### config.mk
export PLATFORM = sky130hd
export DESIGN_NAME = irq_latch_bank
export DESIGN_NICKNAME = d
export VERILOG_FILES = /design/src/rtl/irq_bank_pkg.sv /design/src/rtl/irq_edge_det.sv /design/src/rtl/irq_sticky_bit.sv /design/src/rtl/irq_reg_port.sv /design/src/rtl/irq_latch_bank.sv
export SDC_FILE = /design/constraint.sdc
export NUM_CORES = 1
export LEC_CHECK = 0
export BUFFER_PORTS_ARGS = -buffer_cell sky130_fd_sc_hd__buf_2
export CAP_MARGIN = 20
export CORE_MARGIN = 10
export CORE_UTILIZATION = 46
export DETAILED_ROUTE_END_ITERATION = 7
export PLACE_DENSITY = 0.73
export SKIP_CTS_REPAIR_TIMING = 1
export SLEW_MARGIN = 20
export SYNTH_ARGS = -nofsm -noshare
export SYNTH_HDL_FRONTEND = slang
export SYNTH_SLANG_ARGS = --single-unit
### constraint.sdc
create_clock -name clk -period 2.5 [get_ports clk]
set_clock_uncertainty 0.1 [all_clocks]
set_input_delay 0.25 -clock clk [delete_from_list [all_inputs] [get_ports clk]]
set_output_delay 0.25 -clock clk [all_outputs]
set_load 0.005 [all_outputs]
### src/rtl/irq_bank_pkg.sv
package irq_bank_pkg;

  typedef enum logic [1:0] {
    SEL_STATUS  = 2'd0,
    SEL_ENABLE  = 2'd1,
    SEL_REQUEST = 2'd2
  } reg_sel_e;

  // A low-to-high transition between the previous and current sample
  function automatic logic rise_of(input logic now_v, input logic prev_v);
    return now_v & ~prev_v;
  endfunction

  // The clear acts first and the set acts last, so a set on the clearing edge is kept
  function automatic logic sticky_next(input logic cur, input logic clr, input logic set);
    return (cur & ~clr) | set;
  endfunction

endpackage

### src/rtl/irq_edge_det.sv
module irq_edge_det #(
  parameter int          W    = 8,
  parameter logic [W-1:0] MASK = '1
) (
  input  logic         clk,
  input  logic         rst_n,
  input  logic [W-1:0] src,
  output logic [W-1:0] rise
);
  import irq_bank_pkg::*;

  logic [W-1:0] src_q;

  always_ff @(posedge clk or negedge rst_n) begin
    if (!rst_n) src_q <= '0;
    else        src_q <= src;
  end

  for (genvar i = 0; i < W; i++) begin : g_bit
    if (MASK[i]) begin : g_live
      assign rise[i] = rise_of(src[i], src_q[i]);
    end else begin : g_rsvd
      assign rise[i] = 1'b0;
    end
  end
endmodule

### src/rtl/irq_sticky_bit.sv
module irq_sticky_bit (
  input  logic clk,
  input  logic rst_n,
  input  logic clr,
  input  logic set,
  output logic q
);
  import irq_bank_pkg::*;

  always_ff @(posedge clk or negedge rst_n) begin
    if (!rst_n) q <= 1'b0;
    else        q <= sticky_next(q, clr, set);
  end
endmodule

### src/rtl/irq_reg_port.sv
module irq_reg_port #(
  parameter int           W      = 8,
  parameter int           ADDR_W = 2,
  parameter logic [W-1:0] MASK   = '1
) (
  input  logic              clk,
  input  logic              rst_n,
  input  logic [ADDR_W-1:0] addr,
  input  logic              wr_en,
  input  logic [W-1:0]      wr_data,
  input  logic              rd_en,
  input  logic [W-1:0]      status,
  input  logic [W-1:0]      req,
  output logic [W-1:0]      enable,
  output logic [W-1:0]      rd_data,
  output logic              status_clr
);
  import irq_bank_pkg::*;

  logic hit_status, hit_enable, hit_request;
  logic [W-1:0] rd_mux;

  assign hit_status  = (addr == ADDR_W'(SEL_STATUS));
  assign hit_enable  = (addr == ADDR_W'(SEL_ENABLE));
  assign hit_request = (addr == ADDR_W'(SEL_REQUEST));

  assign status_clr = rd_en & hit_status;

  always_comb begin
    rd_mux = '0;
    if (hit_status)  rd_mux = status;
    if (hit_enable)  rd_mux = enable;
    if (hit_request) rd_mux = req;
  end

  always_ff @(posedge clk or negedge rst_n) begin
    if (!rst_n) begin
      enable  <= '0;
      rd_data <= '0;
    end else begin
      if (wr_en && hit_enable) enable <= wr_data & MASK;
      if (rd_en) rd_data <= rd_mux & MASK;
    end
  end
endmodule

### src/rtl/irq_latch_bank.sv
module irq_latch_bank #(
  parameter int           W      = 8,
  parameter int           ADDR_W = 2,
  parameter logic [W-1:0] MASK   = 8'h5B
) (
  input  logic              clk,
  input  logic              rst_n,
  input  logic [W-1:0]      evt_src,
  input  logic [ADDR_W-1:0] addr,
  input  logic              wr_en,
  input  logic [W-1:0]      wr_data,
  input  logic              rd_en,
  output logic [W-1:0]      rd_data,
  output logic              irq
);
  logic [W-1:0] rise_w;
  logic [W-1:0] status_q;
  logic [W-1:0] req_q;
  logic [W-1:0] enable_q;
  logic         clr_w;

  irq_edge_det #(.W(W), .MASK(MASK)) u_edge (
    .clk(clk), .rst_n(rst_n), .src(evt_src), .rise(rise_w)
  );

  irq_reg_port #(.W(W), .ADDR_W(ADDR_W), .MASK(MASK)) u_port (
    .clk(clk), .rst_n(rst_n), .addr(addr), .wr_en(wr_en), .wr_data(wr_data),
    .rd_en(rd_en), .status(status_q), .req(req_q), .enable(enable_q),
    .rd_data(rd_data), .status_clr(clr_w)
  );

  for (genvar i = 0; i < W; i++) begin : g_bank
    if (MASK[i]) begin : g_live
      irq_sticky_bit u_stat (
        .clk(clk), .rst_n(rst_n), .clr(clr_w), .set(rise_w[i]), .q(status_q[i])
      );
      irq_sticky_bit u_req (
        .clk(clk), .rst_n(rst_n), .clr(clr_w),
        .set(rise_w[i] & enable_q[i]), .q(req_q[i])
      );
    end else begin : g_rsvd
      assign status_q[i] = 1'b0;
      assign req_q[i]    = 1'b0;
    end
  end

  assign irq = |req_q;
endmodule

==> results of run 1 <==
[area by class of cell]
class,count,area [um^2],area share
inverters,10,37.5,0.0306
well taps,28,35.0,0.0286
repair buffers,27,165,0.135
multi-input cells,39,334,0.273
clock buffers,3,22.5,0.0184
clock inverters,1,5.00,0.00409
flip-flops and latches,25,626,0.511
[path summary, 6_finish.rpt]
check                                                      end  slack (ns)  cells past startpoint
hold reg to reg            g_bank[4].g_live.u_stat.q$_DFF_PN0_        0.42                      1
setup reg to reg                 u_port.rd_data[0]$_DFFE_PN0P_        1.56                      2
setup / recovery                                           irq         1.0                      3
max in group asynchronous         u_port.enable[1]$_DFFE_PN0P_        1.61                      2
min in group asynchronous         u_port.enable[6]$_DFFE_PN0P_        0.33                      2
hold / removal                    u_port.enable[0]$_DFFE_PN0P_        0.06                      2
[stage by stage]
stage,instance area [um^2],std cells,utilization,worst slack (ns)
3_5_place_dp,1140,123,0.524,0.993
5_1_grt,1220,133,0.565,0.916
4_1_cts,1160,127,0.537,0.962
6_report,1220,133,0.565,0.999
3_3_place_gp,1140,123,0.524,1.00
2_1_floorplan,1040,80,-,1.33
[state kept, by name, summed over array words and instances (netlist names)]
signal                  count
g_bank.g_live.u_req.q       5
u_port.enable               5
u_edge.src_q                5
u_port.rd_data              5
g_bank.g_live.u_stat.q      5
[cells in the mapped netlist, drive strengths merged]
cell type | instances | area (um^2)
inv | 10 | 37.5
nor3 | 1 | 5.00
mux2i | 5 | 50.1
nand3b | 1 | 7.51
nand4b | 5 | 43.8
nand2 | 1 | 3.75
or3b | 1 | 8.76
nor2 | 1 | 3.75
a32o | 5 | 50.1
conb | 1 | 3.75
a22o | 5 | 43.8
mux2 | 5 | 56.3
dfrtp | 25 | 626
nand2b | 1 | 6.26
buf | 5 | 38.8
clkbuf | 1 | 3.75
o221ai | 5 | 43.8
[cell families after synthesis]
group | Yosys count | share of synthesized area
other | 1 | 0.00363
AND/OR/NAND/NOR | 11 | 0.0764
AO/OA/AOI/OAI | 15 | 0.133
multiplexers | 10 | 0.103
flip-flops | 25 | 0.606
buffers and inverters | 16 | 0.0776
[metal layers]
layer,share of wire,up-vias
met5,0,-
met4,0,0
met3,0.045,0
met2,0.53,13
met1,0.43,340
li1,-,334
[cells in the final DEF (no fill, tap or decap)]
master / synthesis / final
dfrtp_1: 25 / 25
mux2_2: 5 / 5
or3b_1: 1 / 1
mux2i_1: 5 / 5
conb_1: 1 / 3
nand4b_1: 5 / 5
o221ai_1: 5 / 5
nand2b_1: 1 / 1
a32o_1: 5 / 5
inv_1: 10 / 10
nand2_1: 1 / 1
nor2_1: 1 / 1
clkbuf_4: 0 / 3
nor3_1: 1 / 1
dlygate4sd3_1: 0 / 6
a22o_1: 5 / 5
nand3b_1: 1 / 1
clkinv_2: 0 / 1
buf_2: 1 / 21
[worst max-delay path: stages (launching register included)]
cell and delay (ns):
dfrtp_1 0.43, nor3_1 0.21, nand2_1 0.08, buf_2 0.13
[power by group through the flow]
stage / registers [mW] / logic (mW) / clock network [mW]
3_3_place_gp: 0.515 / 0.132 / 0
5_1_grt: 0.518 / 0.159 / 0.205
4_1_cts: 0.510 / 0.137 / 0.185
3_5_place_dp: 0.518 / 0.136 / 0
2_1_floorplan: 0.508 / 0.0871 / 0
6_report: 0.510 / 0.141 / 0.179
==> results.yml, run 1 <==
die:
  ios: 31
  dieHeight_um: 67.4
  die_w_um: 67.4
  core_mm2: 0.00217
  die_area_mm2: 0.00454
  num_rows: 17
  initial_core_util: 0.476
global_route:
  use_met1: 0.107
  antenna_found_initial: 0
  grt_pass1_vias: 719
  grt_pass1_wl_mm: 3.33
  grt_max_degree: 26
  grt_util_met3: 0.0248
  track_usage: 0.0947
  top_usage_layer: "met2"
  grt-ovfl-total: 0
  met2_usage: 0.166
synth:
  ys_warn_count: 0
  synth-seq-area-share: 0.606
  ys_seq_elements: 25
  syn_inst: 78
  netlist_area_mm2: 0.00103
  synth_cell_types: 19
  postSynthAreaPerCell_um2: 13.2
pwr:
  seqPwrFrac: 0.614
  sw_frac_of_total: 0.269
  ir_drop_mv: 0.486
  power_switching_mw: 0.223
  combPwrFrac: 0.170
  power_mw: 0.830
  leakagePower_nw: 0.588
  power_per_cell_area_mw_per_mm2: 677
  p_int_mw: 0.606
  pwr-share-clk: 0.216
sta:
  rsz0062_at_grt: "false"
  slew_violations: 0
  finalHoldViolCount: 0
  hold_ws_ns: 0.0554
  finalSetupTns_ns: 0
  fmax_mhz: 666
  timing.final.crit_period_ns: 1.50
  tightest_slew_ns: 0.538
  min_period_over_period: 0.600
  relSlewSlack: 0.642
  finalSetupViolCount: 0
placed_design:
  port_buffers: 21
  gp_congestion: 0.759
cells_and_area:
  n_fill_cell: 204
  final_nets: 128
  syn2layout_area_growth_pct: 18.7
  layout-drive-gt1-share: 0.286
  diodes: 0
worst_setup_path:
  critPathLaunchType: "register"
  required_ns: 2.15
  crit_arrival_ns: 1.15
  critPathLaunch: "g_bank[0].g_live.u_req.q$_DFF_PN0_"
  crit_path_max_fanout: 3
  critPathKind: "reg -> out"
  end_kind: "output port"
  timing.rr.start: "u_port.enable[0]$_DFFE_PN0P_"
outcome:
  outcome: "finished, final reports clean"
detailed_routing:
  dr.pass1.iters: 4
  drt_iter0_drc: 25
  via_count: 687
  vias_per_cell: 5.17
  drc: 0
  wl_mm: 2.07
  ant_nets: 0
  wl_per_cell_um: 15.5
cts:
  cts.clk_slew.worst_paths_ns: 0.13
  cts_buffers: 3
  cts_num_sinks: 25
  clock_path_buffers: 2
  cts.htree.levels: 1
  cts_root_buf: "clkbuf_4"
  cts_tree: "yes"
  clock_latency_ns: 0.31
min_path:
  hold_start: "wr_data[0]"
  hold_class: "in -> reg"
flow_run:
  drv.max_cap_violation_count: 0
Note: power is estimated with default switching activity, not from simulation.
==> inputs of run 2 (changes only) <==
==> constraint.sdc (replaced) <==
create_clock -name clk -period 1.4 [get_ports clk]
set_clock_uncertainty 0.1 [all_clocks]
set_input_delay 0.14 -clock clk [delete_from_list [all_inputs] [get_ports clk]]
set_output_delay 0.14 -clock clk [all_outputs]
set_load 0.005 [all_outputs]
==> results.yml, run 2 (same netlist as run 1, synthesis figures left out) <==
sta:
  relSlewSlack: 0.652
  finalSetupViolCount: 0
  slew_violations: 0
  min_period_over_period: 0.971
  timing.final.crit_period_ns: 1.36
  tightest_slew_ns: 0.522
  fmax_mhz: 736
  rsz0062_at_grt: "true"
  finalHoldViolCount: 0
die:
  ios: 31
  die_w_um: 67.4
  core_mm2: 0.00217
  num_rows: 17
  dieHeight_um: 67.4
  initial_core_util: 0.476
  die_area_mm2: 0.00454
worst_setup_path:
  path_depth: 3
  crit_path_max_fanout: 3
  reg2reg_slack_ns: 0.40
  crit_chain: "nor3_2, nand2_1, buf_2"
  cpPeakStageDelay_ns: 0.43
  end_kind: "output port"
  critPathKind: "reg -> out"
  crit_arrival_ns: 1.12
  worst-path-buf-inv: 1
  required_ns: 1.16
  r2r_cells: 3
  critPathTopFamily: "flip-flops"
  r2r-end: "u_port.rd_data[1]$_DFFE_PN0P_"
  cp_slowest_cell: "dfrtp_1"
  critPathLaunch: "g_bank[0].g_live.u_req.q$_DFF_PN0_"
  critPathLaunchType: "register"
  crit_end: "irq"
  timing.rr.start: "g_bank[1].g_live.u_req.q$_DFF_PN0_"
pwr:
  power_per_cell_area_mw_per_mm2: 1160
  leakagePower_nw: 0.627
  power_mw: 1.51
  ir_drop_mv: 0.805
detailed_routing:
  vias_per_cell: 5.13
  wl_per_cell_um: 14.3
  drc: 0
  ant_nets: 0
  drt_iter0_drc: 11
  via_count: 728
  wl_mm: 2.03
  dr.pass1.iters: 4
cells_and_area:
  fin_util: 0.603
  layout-drive-gt1-share: 0.298
  final_cell_mix: "dfrtp_1 (25), buf_2 (21), dlygate4sd3_1 (11), inv_1 (10)"
  final_cells: 142
  syn2layout_area_growth_pct: 26.8
  diodes: 0
  final_nets: 137
  layout_commonest_cell: "dfrtp_1"
global_route:
  grt_pass1_wl_mm: 3.22
  antenna_found_initial: 0
  grt_pass1_vias: 738
  grt-ovfl-total: 0
  track_usage: 0.0944
  grt_max_degree: 26
placed_design:
  place_inst: 125
  gp_congestion: 0.765
  dp_hpwl_mm: 1.50
  port_buffers: 21
cts:
  cts_buffers: 3
  cts_num_sinks: 25
  cts.htree.levels: 1
  cts_root_buf: "clkbuf_4"
  cts_tree: "yes"
  cts.clk_slew.worst_paths_ns: 0.12
  clock_path_buffers: 2
  clock_latency_ns: 0.31
outcome:
  outcome: "finished, final reports clean"
min_path:
  hold_class: "in -> reg"
flow_run:
  drv.max_cap_violation_count: 0
## run 2: routing by layer
| metal | vias to the layer above | track usage | wire [um] |
|---|---|---|---|
| li1 | 356 | - | - |
| met1 | 349 | 0.106 | 869 |
| met2 | 18 | 0.150 | 997 |
| met3 | 5 | 0.0215 | 114 |
| met4 | 0 | 0.0769 | 44 |
| met5 | - | 0 | 0 |
## run 2: worst reg2reg max path: cells and delay by family, from the launching register on
kind	cells	cell delay, ns
simple gates	1	0.09
buf+inv	1	0.15
flops	1	0.43
compound gates	1	0.11
## run 2: report_power, final
group          switching [mW]  internal, mW  total [mW]
clock                   0.197         0.111       0.308
combinational           0.119         0.173       0.292
sequential             0.0789         0.834       0.913
## run 2: layout make-up
cell class / count / area (um^2)
multi-input cells: 39 / 339
flip-flops and latches: 25 / 626
inverters: 10 / 37.5
fillers: 196 / 861
well taps: 28 / 35.0
clock buffers: 4 / 26.3
repair buffers: 36 / 245
## run 2: worst min path at each step
stage,start,to,slack (ns),cells after the start
after floorplan,rst_n,g_bank[0].g_live.u_req.q$_DFF_PN0_,-0.26,0
after global placement,rst_n,u_edge.src_q[4]$_DFF_PN0_,0.06,1
after detailed placement,rst_n,u_edge.src_q[4]$_DFF_PN0_,0.05,1
after CTS,rst_n,u_port.enable[3]$_DFFE_PN0P_,-0.31,1
after global routing,addr[1],u_port.rd_data[0]$_DFFE_PN0P_,0.09,3
final,addr[1],u_port.rd_data[0]$_DFFE_PN0P_,0.08,3
## run 2: through the flow
step	area [um^2]	setup TNS [ns]	hold slack, ns	setup WS [ns]
6_report	1310	0	0.0783	0.0404
5_1_grt	1310	-0.0245	0.0903	-0.0245
4_1_cts	1180	-0.0141	-0.307	-0.0141
3_5_place_dp	1150	0	0.0537	0.0757
3_3_place_gp	1150	0	0.0557	0.100
2_1_floorplan	1040	0	-0.256	0.338
==> inputs of run 3 (changes only) <==
--- a/config.mk
+++ b/config.mk
@@ -8,9 +8,10 @@
 export BUFFER_PORTS_ARGS = -buffer_cell sky130_fd_sc_hd__buf_2
 export CAP_MARGIN = 20
 export CORE_MARGIN = 10
-export CORE_UTILIZATION = 46
+export CORE_UTILIZATION = 49
 export DETAILED_ROUTE_END_ITERATION = 7
-export PLACE_DENSITY = 0.73
+export HOLD_SLACK_MARGIN = 0.15
+export PLACE_DENSITY = 0.77
 export SKIP_CTS_REPAIR_TIMING = 1
 export SLEW_MARGIN = 20
 export SYNTH_ARGS = -nofsm -noshare
==> results.yml, run 3 (same netlist as run 1, synthesis figures left out) <==
sta:
  finalSetupViolCount: 1
  fmax_mhz: 709
  timing.final.crit_period_ns: 1.41
  finalSetupTns_ns: -0.0103
  min_period_over_period: 1.01
  hold_ws_ns: 0.151
  rsz0062_at_grt: "true"
  slew_violations: 0
  tightest_slew_ns: 0.543
  finalHoldViolCount: 0
  relSlewSlack: 0.638
  timing.final.ws_setup_ns: -0.0103
cells_and_area:
  final_cells: 141
  syn2layout_area_growth_pct: 27.3
  final_nets: 137
  final_cell_mix: "dfrtp_1 (25), buf_2 (21), dlygate4sd3_1 (12), inv_1 (10)"
  layout_commonest_cell: "dfrtp_1"
  diodes: 0
  n_fill_cell: 139
  layout-drive-gt1-share: 0.298
global_route:
  grt_max_degree: 26
  antenna_found_initial: 0
  track_usage: 0.0987
  grt-ovfl-total: 0
  grt_pass1_wl_mm: 3.39
  grt_pass1_vias: 754
cts:
  cts_tree: "yes"
  cts.clk_slew.worst_paths_ns: 0.15
  clock_latency_ns: 0.32
  cts_num_sinks: 25
  cts.htree.levels: 1
  cts_root_buf: "clkbuf_4"
  clock_path_buffers: 2
  cts_buffers: 3
pwr:
  ir_drop_mv: 0.767
  leakagePower_nw: 0.625
  combPwrFrac: 0.180
  pwr-share-clk: 0.220
  seqPwrFrac: 0.600
  power_per_cell_area_mw_per_mm2: 1160
  sw_frac_of_total: 0.276
  p_int_mw: 1.10
  power_switching_mw: 0.420
outcome:
  outcome: "complete, but fails checks"
  violations: "negative setup slack"
detailed_routing:
  via_count: 741
  dr.pass1.iters: 4
  vias_per_cell: 5.26
  drt_iter0_drc: 20
  drc: 0
  wl_per_cell_um: 15.5
  ant_nets: 0
  wl_mm: 2.19
die:
  ios: 31
  num_rows: 16
  core_mm2: 0.00198
  die_area_mm2: 0.00434
  initial_core_util: 0.521
  dieHeight_um: 65.9
  die_w_um: 65.9
flow_run:
  drv.max_cap_violation_count: 0
worst_setup_path:
  critPathLaunchType: "register"
  critPathTopFamily: "flip-flops"
  worst-path-buf-inv: 1
  required_ns: 1.16
  critPathKind: "reg -> out"
  end_kind: "output port"
  cp_slowest_cell: "dfrtp_1"
  cpPeakStageDelay_ns: 0.44
  crit_chain: "nor3_2, nand2_1, buf_2"
  crit_path_max_fanout: 3
  crit_arrival_ns: 1.17
placed_design:
  dp_hpwl_mm: 1.49
  port_buffers: 21
  gp_congestion: 0.807
  place_inst: 125
min_path:
  hold_class: "in -> reg"
-- run 3: cell count changes in the layout (fill, tap and decap cells not counted), sizes merged --
| cell | previous run | this run |
|---|---|---|
| dlygate4sd3 | 11 | 12 |
| buf | 25 | 24 |
| clkbuf | 4 | 3 |
| clkinvlp | 0 | 1 |
-- run 3: power by group through the flow --
stage,Sequential (mW),Clock (mW),Combinational [mW]
5_1_grt,0.931,0.367,0.310
6_report,0.914,0.335,0.274
4_1_cts,0.909,0.332,0.251
3_3_place_gp,0.917,0,0.242
2_1_floorplan,0.907,0,0.155
3_5_place_dp,0.925,0,0.250
-- run 3: layout make-up --
| cell class | count | area [um^2] | area share |
|---|---|---|---|
| Inverter | 10 | 37.5 | 0.0286 |
| Sequential cell | 25 | 626 | 0.476 |
| Multi-Input combinational cell | 39 | 339 | 0.258 |
| Timing Repair Buffer | 36 | 248 | 0.189 |
| Tap cell | 27 | 33.8 | 0.0257 |
| Clock buffer | 3 | 22.5 | 0.0171 |
| Clock inverter | 1 | 7.51 | 0.00571 |
-- run 3: worst paths after layout --
kind,endpoint,startpoint,slack (ns),cells after the start
worst min-delay path,u_port.rd_data[3]$_DFFE_PN0P_,addr[1],0.15,4
worst min register to register,g_bank[3].g_live.u_stat.q$_DFF_PN0_,g_bank[3].g_live.u_stat.q$_DFF_PN0_,0.42,1
min in group asynchronous,u_edge.src_q[3]$_DFF_PN0_,rst_n,0.21,2
worst max register to register,u_port.rd_data[6]$_DFFE_PN0P_,u_port.enable[6]$_DFFE_PN0P_,0.49,2
worst max-delay path,irq,g_bank[3].g_live.u_req.q$_DFF_PN0_,-0.01,3
max in group asynchronous,g_bank[6].g_live.u_req.q$_DFF_PN0_,rst_n,0.62,2
-- run 3: through the flow --
stage / setup slack, ns / util / cell area [um^2] / power (mW)
after floorplan: 0.338 / - / 1040 / 1.06
after global placement: 0.118 / 0.585 / 1160 / 1.16
after detailed placement: 0.107 / 0.585 / 1160 / 1.17
after CTS: -0.0131 / 0.600 / 1190 / 1.49
after global routing: -0.0659 / 0.663 / 1310 / 1.61
final: -0.0103 / 0.663 / 1310 / 1.52
-- run 3: worst reg2reg max path: cells and delay by family (launching register included) --
| family | cells | cell delay [ns] |
|---|---|---|
| flip-flops | 1 | 0.43 |
| multiplexers | 1 | 0.15 |
| AO/OA/AOI/OAI | 1 | 0.11 |
-- run 3: metal layers --
layer,vias to the layer above,track usage,part of all wire
li1,349,-,-
met1,374,0.116,0.44
met5,-,0,0
met4,0,0.0588,0.020
met2,14,0.159,0.50
met3,4,0.0220,0.045
